===== src/rtl/ipi_pkg.sv =====
package ipi_pkg;
  localparam int VEC_W  = 8;
  localparam int MODE_W = 3;
  localparam int ID_W   = 8;
  localparam int DATA_W = 32;
  localparam int PAGE_SHIFT = 12;
  localparam int START_W = VEC_W + PAGE_SHIFT;

  localparam logic [1:0] SH_EXPLICIT = 2'd0;
  localparam logic [1:0] SH_SELF     = 2'd1;
  localparam logic [1:0] SH_ALL      = 2'd2;
  localparam logic [1:0] SH_OTHERS   = 2'd3;

  localparam logic [MODE_W-1:0] MODE_INIT    = 3'd5;
  localparam logic [MODE_W-1:0] MODE_STARTUP = 3'd6;

  typedef struct packed {
    logic launch;
    logic loadHi;
  } ipiStrobes_t;
endpackage


===== src/rtl/ipi_ctrl.sv =====
module ipi_ctrl
  import ipi_pkg::*;
#(
  parameter int ADDR_W = 12,
  parameter logic [ADDR_W-1:0] LOW_OFF  = 12'h300,
  parameter logic [ADDR_W-1:0] HIGH_OFF = 12'h310
) (
  input  logic              clk,
  input  logic              rstN,
  input  logic              regWrEn,
  input  logic [ADDR_W-1:0] regAddr,
  input  logic              msgReady,
  input  logic              selfMode,
  output ipiStrobes_t       strobes,
  output logic              busy,
  output logic              msgValid,
  output logic              localAccept,
  output logic              sendErr
);
  logic wrLow;
  logic wrHigh;
  logic done;

  assign wrLow  = regWrEn && (regAddr == LOW_OFF);
  assign wrHigh = regWrEn && (regAddr == HIGH_OFF);

  assign strobes.launch = wrLow && !busy;
  assign strobes.loadHi = wrHigh;

  assign msgValid    = busy && !selfMode;
  assign localAccept = busy && selfMode;
  assign done        = localAccept || (msgValid && msgReady);

  always_ff @(posedge clk) begin
    if (!rstN) begin
      busy    <= 1'b0;
      sendErr <= 1'b0;
    end else begin
      if (strobes.launch) busy <= 1'b1;
      else if (done)      busy <= 1'b0;
      if (wrLow && busy)  sendErr <= 1'b1;
    end
  end
endmodule


===== src/rtl/ipi_dpath.sv =====
module ipi_dpath
  import ipi_pkg::*;
#(
  parameter int ADDR_W = 12,
  parameter logic [ADDR_W-1:0] LOW_OFF  = 12'h300,
  parameter logic [ADDR_W-1:0] HIGH_OFF = 12'h310
) (
  input  logic               clk,
  input  logic               rstN,
  input  ipiStrobes_t        strobes,
  input  logic               busy,
  input  logic               regRdEn,
  input  logic [ADDR_W-1:0]  regAddr,
  input  logic [DATA_W-1:0]  regWrData,
  output logic [DATA_W-1:0]  regRdData,
  output logic               selfMode,
  output logic [VEC_W-1:0]   msgVector,
  output logic [MODE_W-1:0]  msgMode,
  output logic [ID_W-1:0]    msgDest,
  output logic [1:0]         msgShorthand,
  output logic               msgLevel,
  output logic               msgTrigger,
  output logic [START_W-1:0] msgStartAddr
);
  logic [VEC_W-1:0]  vecQ;
  logic [MODE_W-1:0] modeQ;
  logic              levelQ;
  logic              trigQ;
  logic [1:0]        shQ;
  logic [ID_W-1:0]   hiDestQ;
  logic [ID_W-1:0]   sentDestQ;
  logic [DATA_W-1:0] lowWord;
  logic [DATA_W-1:0] highWord;

  always_ff @(posedge clk) begin
    if (!rstN) begin
      vecQ      <= '0;
      modeQ     <= '0;
      levelQ    <= 1'b0;
      trigQ     <= 1'b0;
      shQ       <= SH_EXPLICIT;
      hiDestQ   <= '0;
      sentDestQ <= '0;
    end else begin
      if (strobes.loadHi) hiDestQ <= regWrData[31:24];
      if (strobes.launch) begin
        vecQ      <= regWrData[7:0];
        modeQ     <= regWrData[10:8];
        levelQ    <= regWrData[14];
        trigQ     <= regWrData[15];
        shQ       <= regWrData[19:18];
        sentDestQ <= hiDestQ;
      end
    end
  end

  assign selfMode     = (shQ == SH_SELF);
  assign msgVector    = vecQ;
  assign msgMode      = modeQ;
  assign msgLevel     = levelQ;
  assign msgTrigger   = trigQ;
  assign msgShorthand = shQ;
  assign msgDest      = (shQ == SH_EXPLICIT) ? sentDestQ : {ID_W{1'b1}};
  assign msgStartAddr = (modeQ == MODE_STARTUP) ? {vecQ, {PAGE_SHIFT{1'b0}}} : '0;

  always_comb begin
    lowWord        = '0;
    lowWord[7:0]   = vecQ;
    lowWord[10:8]  = modeQ;
    lowWord[12]    = busy;
    lowWord[14]    = levelQ;
    lowWord[15]    = trigQ;
    lowWord[19:18] = shQ;
    highWord        = '0;
    highWord[31:24] = hiDestQ;
  end

  always_comb begin
    regRdData = '0;
    if (regRdEn) begin
      if (regAddr == LOW_OFF)       regRdData = lowWord;
      else if (regAddr == HIGH_OFF) regRdData = highWord;
    end
  end
endmodule


===== src/rtl/ipi_cmd_reg.sv =====
module ipi_cmd_reg
  import ipi_pkg::*;
#(
  parameter int ADDR_W = 12,
  parameter logic [ADDR_W-1:0] LOW_OFF  = 12'h300,
  parameter logic [ADDR_W-1:0] HIGH_OFF = 12'h310
) (
  input  logic               clk,
  input  logic               rstN,
  input  logic               regWrEn,
  input  logic               regRdEn,
  input  logic [ADDR_W-1:0]  regAddr,
  input  logic [31:0]        regWrData,
  output logic [31:0]        regRdData,
  output logic               msgValid,
  input  logic               msgReady,
  output logic [7:0]         msgVector,
  output logic [2:0]         msgMode,
  output logic [7:0]         msgDest,
  output logic [1:0]         msgShorthand,
  output logic               msgLevel,
  output logic               msgTrigger,
  output logic [19:0]        msgStartAddr,
  output logic               localAccept,
  output logic               sendErr
);
  ipiStrobes_t strobes;
  logic        busy;
  logic        selfMode;

  ipi_ctrl #(.ADDR_W(ADDR_W), .LOW_OFF(LOW_OFF), .HIGH_OFF(HIGH_OFF)) ctrl_i (
    .clk(clk), .rstN(rstN), .regWrEn(regWrEn), .regAddr(regAddr),
    .msgReady(msgReady), .selfMode(selfMode), .strobes(strobes), .busy(busy),
    .msgValid(msgValid), .localAccept(localAccept), .sendErr(sendErr)
  );

  ipi_dpath #(.ADDR_W(ADDR_W), .LOW_OFF(LOW_OFF), .HIGH_OFF(HIGH_OFF)) dpath_i (
    .clk(clk), .rstN(rstN), .strobes(strobes), .busy(busy),
    .regRdEn(regRdEn), .regAddr(regAddr), .regWrData(regWrData),
    .regRdData(regRdData), .selfMode(selfMode),
    .msgVector(msgVector), .msgMode(msgMode), .msgDest(msgDest),
    .msgShorthand(msgShorthand), .msgLevel(msgLevel), .msgTrigger(msgTrigger),
    .msgStartAddr(msgStartAddr)
  );
endmodule


===== config.mk =====
export PLATFORM = sky130hd
export DESIGN_NAME = ipi_cmd_reg
export DESIGN_NICKNAME = d
export VERILOG_FILES = /design/src/rtl/ipi_pkg.sv /design/src/rtl/ipi_ctrl.sv /design/src/rtl/ipi_dpath.sv /design/src/rtl/ipi_cmd_reg.sv
export SDC_FILE = /design/constraint.sdc
export NUM_CORES = 1
export LEC_CHECK = 0
export BUFFER_PORTS_ARGS = -buffer_cell sky130_fd_sc_hd__buf_2
export CAP_MARGIN = 15
export CORE_MARGIN = 2
export CORE_UTILIZATION = 41
export CTS_BUF_LIST = sky130_fd_sc_hd__clkbuf_8
export CTS_CLUSTER_SIZE = 25
export DETAILED_ROUTE_END_ITERATION = 12
export GPL_TIMING_DRIVEN = 0
export PLACE_DENSITY = 0.79
export RECOVER_POWER = 25
export SLEW_MARGIN = 10
export SYNTH_ARGS = -nofsm -noshare
export SYNTH_HDL_FRONTEND = slang
export SYNTH_HIERARCHICAL = 1
export SYNTH_SLANG_ARGS = --single-unit
export TNS_END_PERCENT = 100

===== constraint.sdc =====
create_clock -name clk -period 1.6 [get_ports clk]
set_input_delay 0.16 -clock clk [delete_from_list [all_inputs] [get_ports clk]]
set_output_delay 0.16 -clock clk [all_outputs]
set_load 0.02 [all_outputs]

### After elaboration in Yosys (flattened, before gate mapping)

Index checks and enable logic that the tools add are counted.

* bits in registers: 33
* input bits: 49
* output and inout port bits: 78
* word-level logic and storage cells: 32

* equality and inequality tests: 4
* muxes and demuxes: 7
* reductions and logical operators: 12

Operators by type and width (count)
* 32-bit two-way mux: 3
* 12-bit by 10-bit equality test with 1-bit output, second input constant: 2
* 20-bit two-way mux: 1
* 8-bit two-way mux: 1
* 1-bit logical AND: 7
* 3-bit equality test, second input constant: 1
* 2-bit by 1-bit equality test with 1-bit output, second input constant: 1
* 1-bit zero test: 2
* 2-bit zero test: 1
* 1-bit two-way mux: 2
* 2-bit nonzero test: 1
* 1-bit logical OR: 1

### Depth between registers and ports, before layout

* depth in word-level cells: 7
* mapped depth: 7
* mapped depth without buffers: 5

### Cells and area by module

Netlist, hierarchy kept.

By module, submodules not included
* ipi_dpath: times used 1, cells an instance 207, area an instance 2023.2 um2, sequential area each 620.6 um2
* ipi_ctrl: times used 1, cells an instance 18, area an instance 168.9 um2, sequential area each 40.0 um2

### Worst setup path after synthesis

No wires, ideal clock.

* kind: input -> output
* start point: in regAddr[11]
* end point: out regRdData[2]
* arrival: 1551 ps
* data required time: 1440 ps
* path slack: -111 ps
* stages: 3
* buffers on the path: 1
* cells stage by stage: or4_4 -> buf_6 -> nor4_1

* longest elaborated chain between the ends: 3

RTL lines
* start: declaration: RTL line ipi_cmd_reg.sv:12 `input logic [ADDR_W-1:0] regAddr,`
* 12-bit by 10-bit equality test with 1-bit output: RTL line ipi_dpath.sv:81 `if (regAddr == LOW_OFF) regRdData = lowWord;`
* 32-bit two-way mux: RTL line ipi_dpath.sv:81
* 32-bit two-way mux: RTL line ipi_dpath.sv:80 `if (regRdEn) begin`
* end: declaration: RTL line ipi_cmd_reg.sv:14 `output logic [31:0] regRdData,`

Every way passes these cells.

### Final worst setup path

* start point: in regAddr[2]
* end point: out regRdData[9]

The elaborated chain is that of the path after synthesis.

==> PnR_summary.wiki <==
{| class="wikitable"
! Metric !! Value
|-
| Via count of the first global-routing pass || 1891
|-
| DRT Pass-1 Iters || 4
|-
| Clock buffers created by TritonCTS || 5
|-
| RD Place Congestion || 0.7581
|-
| Per-cell via count in the routed design || 4.974
|-
| Number of design rule violations left after detail routing || 0
|-
| Vias post-DR || 2074
|-
| Synth top cells by count || 33 x sky130_fd_sc_hd__dfxtp_1, 33 x sky130_fd_sc_hd__nor2b_1, 31 x sky130_fd_sc_hd__mux2i_1
|-
| Number of filler instances in the final layout || 449
|-
| First-iteration detailed-routing DRC count || 60
|-
| Uppermost signal routing layer after detailed routing || met4
|-
| TritonCTS clock tree || done
|-
| Maximum number of pins on one net before global-route repair || 11
|-
| DRT antenna net count || 0
|-
| Met1 WL || 2.735 mm
|-
| Arrival time at the worst endpoint || 1530 ps
|-
| Yosys synthesis warning count || 6
|-
| Destination of the worst hold path || dpath_i/msgVector[7]
|-
| Distinct cell type count after synthesis || 27
|-
| Total count of max-transition violations in the final report || 0
|-
| Initial Utilization || 0.4265
|-
| Mean routed wirelength per cell || 14.82 microns
|-
| Wire length on met3 || 436 microns
|-
| Startpoint type of the worst setup path || input pin
|-
| Post-synthesis average cell area || 9.743 sq um
|-
| Count of endpoints failing setup in the final report || 18
|-
| Required time at the worst-slack endpoint || 1440 ps
|-
| # Max-Cap Violations || 0
|-
| Static Leakage || 1.501 nW
|-
| Number of enable-type register cells in the synthesized netlist || 0
|-
| Htree depth || 2
|-
| Number of antenna violations at the first check in global routing || 0
|-
| Final Cycle Share || 1.058
|-
| Global-route wire length before repair || 9.756 mm
|-
| Placed Area || 3017 sq um
|-
| Cell accounting for the most synthesized area || sky130_fd_sc_hd__dfxtp_1
|-
| HP Class || input pin to register
|-
| Maximum achievable frequency || 0.5910 GHz
|-
| Worst Skew || 4.897 ps
|-
| Worst slack, placed || -328.3 ps
|-
| Area growth from synthesis to final layout || 48.06%
|-
| Width of the die || 77.12 microns
|-
| Buffers added on ports || 97
|-
| Critical Setup Path Class || input pin to primary output
|-
| Sink count of the clock tree || 33
|-
| Number of standard cells after synthesis || 225
|-
| Post-detailed-routing wire length || 6.182 mm
|-
| Final hold violation count || 0
|-
| Placed wire-length estimate || 4.451 mm
|-
| CP Max Fanout || 10
|-
| Leftover overflow at the end of global routing || 0
|-
| Total number of nets in the final design || 395
|-
| Worst hold path stage count || 3
|-
| Main area contributors after synthesis || sky130_fd_sc_hd__dfxtp_1 30%, sky130_fd_sc_hd__mux2i_1 14%, sky130_fd_sc_hd__nor4_2 12%
|-
| Met2 WL || 2.934 mm
|-
| Ratio of cells with drive above 1 in the final layout || 0.4582
|-
| Fraction of the core area covered by cells at the end of the flow || 0.6315
|-
| Buffers from clock root to sink, at most || 2
|-
| Depth of the worst register-to-register path || 5
|-
| Proportion of netlist area held by the largest area contributor || 0.3014
|-
| Crit-path slowest cell || sky130_fd_sc_hd__or4_4
|-
| Core Footprint || 5140 sq um
|-
| Post-synthesis sequential area ratio || 0.3014
|-
| Final WS setup || -92.12 ps
|-
| Delay of the slowest cell on the worst path || 600 ps
|-
| Aggregate global-route resource usage || 0.2073
|-
| Async set-reset flop share out of synthesis || 0
|-
| Std-Cell Rows || 26
|-
| Critical Path End Type || primary output
|-
| IR drop worst, VDD || 0.0004319 V
|-
| Area of the die || 5947 sq um
|-
| Design area || 3246 sq um
|-
| Failing checks || negative setup slack
|-
| Root Buffer || sky130_fd_sc_hd__clkbuf_8
|-
| Clock Latency Late Sink || 290 ps
|-
| Inserted Diodes || 0
|-
| Run status || finished, violations left
|-
| Post-synthesis instance area || 2192 sq um
|-
| Flops & latches, synth || 33
|-
| Reg2Reg Launch Point || ctrl_i/busy
|-
| Total power density per cell area || 521.9 nW/um^2
|-
| Reg2Reg Capture Point || dpath_i/sentDestQ[5]
|-
| Worst setup slack for register-to-register paths || 170 ps
|-
| Worst-path cell chain || buf_6 -> or4_4 -> buf_12 -> nor4_4 -> buf_4
|-
| Ys flop type || sky130_fd_sc_hd__dfxtp_1
|-
| Clock slew seen by the registers of the worst setup and hold paths || 70 ps
|-
| Critical hold path startpoint || regWrData[7]
|-
| Setup repair after global routing missed its margin || true
|-
| Clock period minus worst slack || 1692 ps
|-
| Vertical extent of the die || 77.12 microns
|-
| Hold bufs inserted after CTS || 0
|-
| I/O pin count || 127
|}
==> critical path: cells and delay by family <==
| family | cells | cell delay (ps) |
|---|---|---|
| AND/OR/NAND/NOR | 2 | 890 |
| buffers and inverters | 3 | 480 |
==> how the worst max path moves through the flow <==
stage	startpoint	slack [ps]	to	cells after the start
floorplan	regAddr[11]	-110	regRdData[2]	3
global placement	regAddr[10]	-290	dpath_i/sentDestQ[5]	8
detailed placement	regAddr[10]	-330	dpath_i/sentDestQ[0]	8
CTS	regAddr[2]	-80	regRdData[9]	5
global route	regAddr[2]	-120	regRdData[1]	5
finish	regAddr[2]	-90	regRdData[9]	5
==> kinds of logic (layout without fill, tap and decap cells) <==
logic type             count (synthesis)  count (layout)  synth area share
AND/OR/NAND/NOR                      111             111            0.4041
buffers and inverters                 47             150            0.1381
flip-flops                            33              33            0.3014
multiplexers                          31              31            0.1416
AO/OA/AOI/OAI                          2               2           0.01313
other                                  1              20          0.001711
==> registers in the layout (all words and copies together), names as in the netlist <==
register              cells
dpath_i/hiDestQ           8
dpath_i/sentDestQ         8
dpath_i/msgVector         8
dpath_i/msgTrigger        1
dpath_i/msgShorthand      2
dpath_i/msgLevel          1
ctrl_i/busy               1
dpath_i/msgMode           3
ctrl_i/sendErr            1
==> cell type report <==
type / instances / area (sq um) / area share
clock buffer: 5 / 68.82 / 0.02120
multi-input combinational: 164 / 1531 / 0.4719
inverter: 2 / 7.507 / 0.002313
timing repair buffer: 99 / 558.0 / 0.1719
sequential: 33 / 660.6 / 0.2035
clock inverter: 3 / 13.76 / 0.004241
buffer: 41 / 317.8 / 0.09792
tap: 70 / 87.58 / 0.02699
==> placed cells by master (no fill, tap or decap) <==
cell / Yosys / routed
sky130_fd_sc_hd__o41ai_2: 1 / 1
sky130_fd_sc_hd__clkbuf_8: 0 / 5
sky130_fd_sc_hd__and3b_2: 0 / 1
sky130_fd_sc_hd__nand3_2: 1 / 1
sky130_fd_sc_hd__nor4_4: 0 / 23
sky130_fd_sc_hd__conb_1: 1 / 20
sky130_fd_sc_hd__nand2_1: 2 / 2
sky130_fd_sc_hd__nand4_1: 8 / 8
sky130_fd_sc_hd__and2_1: 9 / 9
sky130_fd_sc_hd__nor3_1: 1 / 1
sky130_fd_sc_hd__dfxtp_1: 33 / 33
sky130_fd_sc_hd__mux2i_1: 31 / 31
sky130_fd_sc_hd__nand4b_1: 16 / 16
sky130_fd_sc_hd__and4bb_2: 1 / 1
sky130_fd_sc_hd__or4_4: 1 / 1
sky130_fd_sc_hd__nor4_2: 21 / 1
sky130_fd_sc_hd__buf_4: 21 / 45
sky130_fd_sc_hd__nor4b_2: 1 / 1
sky130_fd_sc_hd__clkbuf_1: 15 / 22
sky130_fd_sc_hd__or3_1: 10 / 9
sky130_fd_sc_hd__buf_2: 6 / 56
sky130_fd_sc_hd__buf_12: 2 / 2
sky130_fd_sc_hd__nor2b_1: 33 / 32
sky130_fd_sc_hd__nor4_1: 4 / 1
sky130_fd_sc_hd__inv_1: 2 / 3
sky130_fd_sc_hd__or3_4: 0 / 1
sky130_fd_sc_hd__o31ai_2: 1 / 1
sky130_fd_sc_hd__nor2b_2: 0 / 1
sky130_fd_sc_hd__buf_6: 1 / 8
sky130_fd_sc_hd__buf_8: 0 / 1
sky130_fd_sc_hd__nor2_1: 1 / 1
sky130_fd_sc_hd__clkbuf_2: 0 / 6
sky130_fd_sc_hd__or3b_4: 0 / 1
sky130_fd_sc_hd__clkinv_2: 0 / 2
==> stage by stage <==
| step | TNS (ps) | instances | total power, mW | hold slack [ps] |
|---|---|---|---|---|
| 6_report | -1249 | 417 | 1.694 | 126.9 |
| 5_1_grt | -1858 | 417 | 1.783 | 129.6 |
| 4_1_cts | -1214 | 417 | 1.712 | 120.7 |
| 3_5_place_dp | -12140 | 411 | 1.100 | 424.1 |
| 3_3_place_gp | -11130 | 411 | 1.097 | 415.3 |
| 2_1_floorplan | -444.7 | 244 | 1.020 | 256.7 |
==> layer usage <==
metal / vias up / global-route usage
met5: - / 0
met1: 965 / 0.2711
met3: 9 / 0.05294
met2: 83 / 0.3322
met4: 0 / 0.06786
li1: 1017 / -
==> timing repair <==
action	in CTS	in global routing
pin swaps	3	4
setup endpoints to repair	44	43
buffers inserted	1	1
resized for setup	37	17
==> power breakdown <==
group / switching [mW] / internal [mW]
clock: 0.296 / 0.295
sequential: 0.0000628 / 0.821
combinational: 0.163 / 0.119
Note: power is estimated with default switching activity, not from simulation.
